==> src/rtl/rxd_pkg.sv <==
package rxd_pkg;

    localparam int WORD_W     = 32;
    localparam int BYTE_W     = 8;
    localparam int WORD_BYTES = WORD_W / BYTE_W;
    localparam int LANE_W     = $clog2(WORD_BYTES);
    localparam int DESC_WORDS = 4;
    localparam int IDX_W      = $clog2(DESC_WORDS);
    localparam int DESC_STRIDE = DESC_WORDS * WORD_BYTES;

    // word 0 fields
    localparam int OWN_BIT = 31;
    localparam int ES_BIT  = 15;
    localparam int FS_BIT  = 9;
    localparam int LS_BIT  = 8;
    localparam int LEN_LSB = 16;
    localparam int LEN_W   = 14;
    // word 1 fields
    localparam int SIZE_W    = 12;
    localparam int CHAIN_BIT = 14;
    localparam int EOR_BIT   = 15;

    typedef enum logic [2:0] {
        PS_STOP  = 3'b000,
        PS_FETCH = 3'b001,
        PS_WAIT  = 3'b011,
        PS_SUSP  = 3'b100,
        PS_CLOSE = 3'b101,
        PS_WRITE = 3'b111
    } proc_state_t;

    typedef struct packed {
        logic [WORD_W-1:0] ctl;
        logic [WORD_W-1:0] bptr;
        logic [WORD_W-1:0] nptr;
    } desc_t;

    function automatic logic [WORD_W-1:0] pack_status(input logic trunc,
                                                      input logic [SIZE_W-1:0] len);
        logic [WORD_W-1:0] w;
        w = '0;
        w[LEN_LSB +: LEN_W] = LEN_W'(len);
        w[FS_BIT]  = 1'b1;
        w[LS_BIT]  = 1'b1;
        w[ES_BIT]  = trunc;
        w[OWN_BIT] = 1'b0;
        return w;
    endfunction

    function automatic logic [WORD_W-1:0] next_desc(input logic [WORD_W-1:0] cur,
                                                    input logic [WORD_W-1:0] base,
                                                    input desc_t d);
        if (d.ctl[EOR_BIT])        return base;
        else if (d.ctl[CHAIN_BIT]) return d.nptr;
        else                       return cur + WORD_W'(DESC_STRIDE);
    endfunction

endpackage

==> src/rtl/rxd_desc_cache.sv <==
module rxd_desc_cache
    import rxd_pkg::*;
(
    input  logic              clk,
    input  logic              rst,
    input  logic              cap_v,
    input  logic [IDX_W-1:0]  cap_idx,
    input  logic [WORD_W-1:0] cap_data,
    output desc_t             desc
);
    logic [WORD_W-1:0] words [1:DESC_WORDS-1];

    for (genvar i = 1; i < DESC_WORDS; i++) begin : g_word
        always_ff @(posedge clk) begin
            if (rst)
                words[i] <= '0;
            else if (cap_v && cap_idx == IDX_W'(i))
                words[i] <= cap_data;
        end
    end

    assign desc.ctl  = words[1];
    assign desc.bptr = words[2];
    assign desc.nptr = words[3];
endmodule

==> src/rtl/rxd_packer.sv <==
module rxd_packer
    import rxd_pkg::*;
#(
    parameter int OFF_W = SIZE_W
) (
    input  logic                  clk,
    input  logic                  rst,
    input  logic                  in_v,
    input  logic [BYTE_W-1:0]     in_byte,
    input  logic [OFF_W-1:0]      in_off,
    input  logic                  in_flush,
    output logic                  out_v,
    output logic [WORD_W-1:0]     out_data,
    output logic [WORD_BYTES-1:0] out_strb,
    output logic [OFF_W-LANE_W-1:0] out_woff
);
    logic [WORD_W-1:0]       acc, nacc;
    logic [WORD_BYTES-1:0]   strb, nstrb;
    logic [OFF_W-LANE_W-1:0] woff, nwoff;
    logic [LANE_W-1:0]       lane;
    logic                    emit;

    assign lane = in_off[LANE_W-1:0];

    always_comb begin
        nacc  = acc;
        nstrb = strb;
        nwoff = woff;
        if (in_v) begin
            nacc[lane*BYTE_W +: BYTE_W] = in_byte;
            nstrb[lane] = 1'b1;
            nwoff = in_off[OFF_W-1:LANE_W];
        end
        emit = (in_v && lane == LANE_W'(WORD_BYTES-1)) || (in_flush && |nstrb);
    end

    always_ff @(posedge clk) begin
        if (rst) begin
            out_v    <= 1'b0;
            out_data <= '0;
            out_strb <= '0;
            out_woff <= '0;
            acc      <= '0;
            strb     <= '0;
            woff     <= '0;
        end else begin
            out_v <= emit;
            woff  <= nwoff;
            if (emit) begin
                out_data <= nacc;
                out_strb <= nstrb;
                out_woff <= nwoff;
                acc      <= '0;
                strb     <= '0;
            end else begin
                acc  <= nacc;
                strb <= nstrb;
            end
        end
    end

    // a byte lane is never loaded twice before its word is written out
    p_lane_fresh_r4: assert property (@(posedge clk) disable iff (rst)
        in_v |-> !strb[lane]);
endmodule

==> src/rtl/rxd_dma_engine.sv <==
module rxd_dma_engine
    import rxd_pkg::*;
(
    input  logic                  clk,
    input  logic                  rst,
    input  logic                  run_en,
    input  logic                  base_wr,
    input  logic [WORD_W-1:0]     base_addr,
    input  logic                  poll_req,
    input  logic                  s_valid,
    input  logic [BYTE_W-1:0]     s_data,
    input  logic                  s_last,
    output logic                  s_ready,
    output logic                  mem_req,
    output logic                  mem_we,
    output logic [WORD_BYTES-1:0] mem_wstrb,
    output logic [WORD_W-1:0]     mem_addr,
    output logic [WORD_W-1:0]     mem_wdata,
    input  logic [WORD_W-1:0]     mem_rdata,
    output logic [2:0]            proc_state
);
    proc_state_t        st;
    logic [WORD_W-1:0]  base_q, cur_q;
    logic [IDX_W:0]     fidx;
    logic               rd_v;
    logic [IDX_W-1:0]   rd_i;
    logic [SIZE_W-1:0]  cnt;
    logic               trunc_q, close_ph;
    desc_t              desc;
    logic [SIZE_W-1:0]  buf_size;
    logic               issue, accept, store;

    logic                     pk_v;
    logic [WORD_W-1:0]        pk_data;
    logic [WORD_BYTES-1:0]    pk_strb;
    logic [SIZE_W-LANE_W-1:0] pk_woff;

    logic unused_ctl;
    assign unused_ctl = ^{desc.ctl[WORD_W-1:EOR_BIT+1], desc.ctl[CHAIN_BIT-1:SIZE_W]};

    assign buf_size   = desc.ctl[SIZE_W-1:0];
    assign issue      = (st == PS_FETCH) && (fidx < (IDX_W+1)'(DESC_WORDS));
    assign s_ready    = (st == PS_WAIT && run_en) || (st == PS_WRITE);
    assign accept     = s_valid && s_ready;
    assign store      = accept && (cnt < buf_size);
    assign proc_state = st;

    rxd_desc_cache u_cache (
        .clk(clk), .rst(rst),
        .cap_v(rd_v && st == PS_FETCH), .cap_idx(rd_i), .cap_data(mem_rdata),
        .desc(desc)
    );

    rxd_packer #(.OFF_W(SIZE_W)) u_pack (
        .clk(clk), .rst(rst),
        .in_v(store), .in_byte(s_data), .in_off(cnt), .in_flush(accept && s_last),
        .out_v(pk_v), .out_data(pk_data), .out_strb(pk_strb), .out_woff(pk_woff)
    );

    // one memory port: payload flush, descriptor reads, status write-back
    always_comb begin
        mem_req   = 1'b0;
        mem_we    = 1'b0;
        mem_wstrb = '0;
        mem_addr  = '0;
        mem_wdata = '0;
        if (pk_v) begin
            mem_req   = 1'b1;
            mem_we    = 1'b1;
            mem_wstrb = pk_strb;
            mem_addr  = desc.bptr + WORD_W'({pk_woff, {LANE_W{1'b0}}});
            mem_wdata = pk_data;
        end else if (issue) begin
            mem_req  = 1'b1;
            mem_addr = cur_q + WORD_W'({fidx, {LANE_W{1'b0}}});
        end else if (st == PS_CLOSE && close_ph) begin
            mem_req   = 1'b1;
            mem_we    = 1'b1;
            mem_wstrb = '1;
            mem_addr  = cur_q;
            mem_wdata = pack_status(trunc_q, cnt);
        end
    end

    always_ff @(posedge clk) begin
        if (rst) begin
            st       <= PS_STOP;
            base_q   <= '0;
            cur_q    <= '0;
            fidx     <= '0;
            rd_v     <= 1'b0;
            rd_i     <= '0;
            cnt      <= '0;
            trunc_q  <= 1'b0;
            close_ph <= 1'b0;
        end else begin
            rd_v <= issue;
            rd_i <= fidx[IDX_W-1:0];
            if (issue) fidx <= fidx + 1'b1;
            case (st)
                PS_STOP: begin
                    if (base_wr) begin
                        base_q <= base_addr;
                        cur_q  <= base_addr;
                    end
                    if (run_en) begin
                        st   <= PS_FETCH;
                        fidx <= '0;
                    end
                end
                PS_FETCH: begin
                    if (rd_v) begin
                        if (rd_i == '0 && !mem_rdata[OWN_BIT]) begin
                            st <= PS_SUSP;
                        end else if (rd_i == IDX_W'(DESC_WORDS-1)) begin
                            st      <= PS_WAIT;
                            cnt     <= '0;
                            trunc_q <= 1'b0;
                        end
                    end
                end
                PS_SUSP: begin
                    if (!run_en) begin
                        st <= PS_STOP;
                    end else if (poll_req) begin
                        st   <= PS_FETCH;
                        fidx <= '0;
                    end
                end
                PS_WAIT, PS_WRITE: begin
                    if (st == PS_WAIT && !run_en) begin
                        st <= PS_STOP;
                    end else if (accept) begin
                        if (store) cnt <= cnt + 1'b1;
                        else       trunc_q <= 1'b1;
                        st       <= s_last ? PS_CLOSE : PS_WRITE;
                        close_ph <= 1'b0;
                    end
                end
                PS_CLOSE: begin
                    if (!close_ph) begin
                        close_ph <= 1'b1;
                    end else begin
                        cur_q    <= next_desc(cur_q, base_q, desc);
                        st       <= run_en ? PS_FETCH : PS_STOP;
                        fidx     <= '0;
                        close_ph <= 1'b0;
                    end
                end
                default: st <= PS_STOP;
            endcase
        end
    end

    // no memory traffic while stopped
    p_stop_quiet_r1: assert property (@(posedge clk) disable iff (rst)
        (st == PS_STOP) |-> !mem_req);
    // suspended engine is silent on memory and holds without a poll
    p_susp_quiet_r3: assert property (@(posedge clk) disable iff (rst)
        (st == PS_SUSP) |-> !mem_req);
    p_susp_hold_r3: assert property (@(posedge clk) disable iff (rst)
        (st == PS_SUSP && run_en && !poll_req) |=> (st == PS_SUSP));
    // payload writes stay inside the buffer
    p_in_buffer_r5: assert property (@(posedge clk) disable iff (rst)
        pk_v |-> ({pk_woff, {LANE_W{1'b0}}} < buf_size));
    // status word hands the descriptor back with first/last set
    p_wb_owner_r6: assert property (@(posedge clk) disable iff (rst)
        (st == PS_CLOSE && mem_we && !pk_v) |-> (!mem_wdata[OWN_BIT] && mem_wdata[FS_BIT] && mem_wdata[LS_BIT]));
    // no payload write is pending when the status goes out
    p_wb_last_r6: assert property (@(posedge clk) disable iff (rst)
        (st == PS_CLOSE && close_ph) |-> !pk_v);
endmodule

==> config.mk <==
export PLATFORM = sky130hd
export DESIGN_NAME = rxd_dma_engine
export DESIGN_NICKNAME = d
export VERILOG_FILES = /design/src/rtl/rxd_pkg.sv /design/src/rtl/rxd_desc_cache.sv /design/src/rtl/rxd_packer.sv /design/src/rtl/rxd_dma_engine.sv
export SDC_FILE = /design/constraint.sdc
export NUM_CORES = 1
export LEC_CHECK = 0
export BUFFER_PORTS_ARGS = -buffer_cell sky130_fd_sc_hd__buf_2
export CELL_PAD_IN_SITES_DETAIL_PLACEMENT = 0
export CELL_PAD_IN_SITES_GLOBAL_PLACEMENT = 1
export CORE_MARGIN = 4
export CORE_UTILIZATION = 45
export DETAILED_ROUTE_END_ITERATION = 8
export PLACE_DENSITY_LB_ADDON = 0.1
export SLEW_MARGIN = 10
export SYNTH_ARGS = -nofsm -noshare
export SYNTH_HDL_FRONTEND = slang
export SYNTH_HIERARCHICAL = 1
export SYNTH_SLANG_ARGS = --single-unit
==> constraint.sdc <==
create_clock -name clk -period 4.2 [get_ports clk]
set_input_delay 0.84 -clock clk [delete_from_list [all_inputs] [get_ports clk]]
set_output_delay 0.84 -clock clk [all_outputs]
set_load 0.01 [all_outputs]
==> flow_summary.yaml <==
outcome:
  run_status: "completed"
power_and_ir_drop:
  power.share.clock_pct: 35.1
  leakagePower_uw: 0.00576
  p_comb_share_pct: 21.5
  p_per_area_nw_per_um2: 443
  switchingPower_uw: 2300
  p_int_uw: 4700
  swShare_pct: 32.9
  irDropWorstVdd_uv: 312
  seqPwrFrac_pct: 43.4
layout:
  multi_input_area_um2: 7210
  register_area_um2: 5950
  n_fill_cell: 3005
  area_delta_synth_final_pct: 13.6
  fin_cells: 2144
  fin_nets: 1840
  drive_above_1_share_pct: 15.7
synth:
  ys_warn_count: 6
  avgSynthCellArea_um2: 8.55
  syn_inst: 1625
  syn-cell-area_um2: 13900
  syn_nets: 1740
critical_path:
  worstPathCellList: "ha_1 -> inv_1 -> fa_1 -> nor2b_1 -> o2111ai_1 -> buf_4 -> or4_1 -> o211a_1 -> a21oi_1 -> buf_2"
  critPathBufInv: 3
  path_class: "reg2out"
  crit_path_start_kind: "register"
  slowest_stage: "or4_1"
  max_stage_delay_ps: 530
  required_ps: 3360
  path_delay_family: "simple AND/OR/NAND/NOR gates"
  cp_max_fo: 13
  crit_arrival_ps: 3140
  critPathCaptureType: "output pin"
job:
  drv_cap: 0
route:
  drt-total-wl_um: 44800
  vias_per_cell: 5.89
  dr.pass1.iters: 6
  wl_per_cell_um: 20.9
  vias: 12629
  drtIter0Drc: 1363
  ant_nets: 0
  post-route-drc-count: 0
clocking:
  cts_buffer_depth: 3
  cts_setup_buffers: 0
  path_clk_slew_ps: 60
  numCtsBuffers: 29
  cts_hold_buf: 0
  cts-root-buf: "clkbuf_16"
  numClockSinks: 258
  clkLatencyLatePin_ps: 550
  cts_tree: "yes"
  htreeDepth: 1
timing:
  rsz0062_at_grt: "false"
  fmax_mhz: 251
  finalCritPeriodShare_pct: 94.8
  hold_violations: 0
  relSlewSlack_pct: 24.1
  setup_tns_ps: 0
  skew_ps: 14.9
  drv_slew: 0
  tightest_slew_ps: 1140
  period_needed_ps: 3980
  hold_ws_ps: 459
  finalSetupViolCount: 0
placement:
  finalWeightedCongestion: 0.895
  place_inst: 2090
  portBuffers: 152
  hpwl_um: 31800
global_routing:
  grt_antenna_before_repair: 1
  grt_remaining_overflow: 0
  grt_pass1_vias: 11605
  grt_pass1_wl_um: 69100
  track_usage_pct: 25.7
  grt_max_degree: 92
floorplan:
  floorplan.rows: 64
  fp.coreArea_um2: 30500
  die_h_um: 184
  floorplan.initialDensity_pct: 45.6
  io_pins: 153
  die_width_um: 184
  die_area_um2: 33800
min_path:
  hold_path_class: "reg2reg"
## through the flow
stage                     total power [uW]  setup WS [ps]  area [um2]  util (%)
after detailed placement              4550            594       14900      48.8
final                                 6990            220       15800      51.8
after global routing                  7310           29.1       15800      51.8
after CTS                             7000            131       15800      51.8
after global placement                4540            678       14900      48.8
after floorplan                       4050            945       13900         -
## timing repair
action | in CTS | in global routing
endpoints found under the hold margin | 0 | 0
endpoints found under the setup margin | 0 | 2
resized for setup | 0 | 2
## worst min-delay path: cells and delay by family, from the launching register on
kind            cells  cell delay [ps]
flops               1              310
simple gates        1               50
compound gates      1               50
## layer usage
layer,global-route usage (%),wire [um],share of wire (%),vias to the layer above
met1,41.5,22000,49,6034
met5,0,0,0,-
met4,3.99,612,1.4,0
met3,4.77,4010,9.0,46
li1,-,-,-,6044
met2,36.1,18200,41,505
## cells in the final DEF (no fill, tap or decap), drive strengths merged, types with 26 or more instances in the layout
master  instances
dfxtp         180
ha             34
a21oi         116
o21ai          85
inv            39
clkbuf         34
a211oi         47
o211ai         44
nor3           62
buf           194
nor2          187
nand2         196
nand3          40
or3            26
xnor2          39
edfxtp         78
nand3b         38
## state kept, by name, indices dropped and copies added, names as in the netlist
signal and count:
u_cache/words 78, rd_v 1, u_pack/strb 4, u_pack/woff 10, cur_q 32, u_pack/acc 32, u_pack/out_data 32, u_pack/out_strb 4
fidx 3, base_q 32, rd_i 2, close_ph 1, proc_state 3, u_pack/out_v 1, cnt 12, u_pack/out_woff 10
trunc_q 1
## worst paths after layout
kind                                              start                          endpoint  slack, ps  cells after the start
worst max-delay path                 fidx[0]$_SDFF_PP0_                      mem_addr[28]        220                     10
worst min register to register  base_q[13]$_SDFFE_PP0P_           base_q[13]$_SDFFE_PP0P_        460                      2
worst min-delay path            base_q[13]$_SDFFE_PP0P_           base_q[13]$_SDFFE_PP0P_        460                      2
worst max register to register      cnt[2]$_SDFFE_PP0P_  u_pack/out_data[23]$_SDFFE_PP0P_        560                     10
## power by group through the flow
stage / sequential [uW] / combinational [uW] / clock, uW
final: 3030 / 1500 / 2450
after detailed placement: 3070 / 1480 / 0
after global routing: 3050 / 1660 / 2600
after CTS: 3020 / 1490 / 2490
after floorplan: 2920 / 1130 / 0
after global placement: 3070 / 1470 / 0
## final cells by class
cell class,instances,share of cell area [%]
diodes,1,0.0158
clock buffers,34,4.97
inverters,38,0.903
clock inverters,19,0.847
repair buffers,194,6.83
flip-flops and latches,258,37.7
well taps,396,3.14
multi-input cells,1204,45.6
Power figures use the tool's default switching activity.
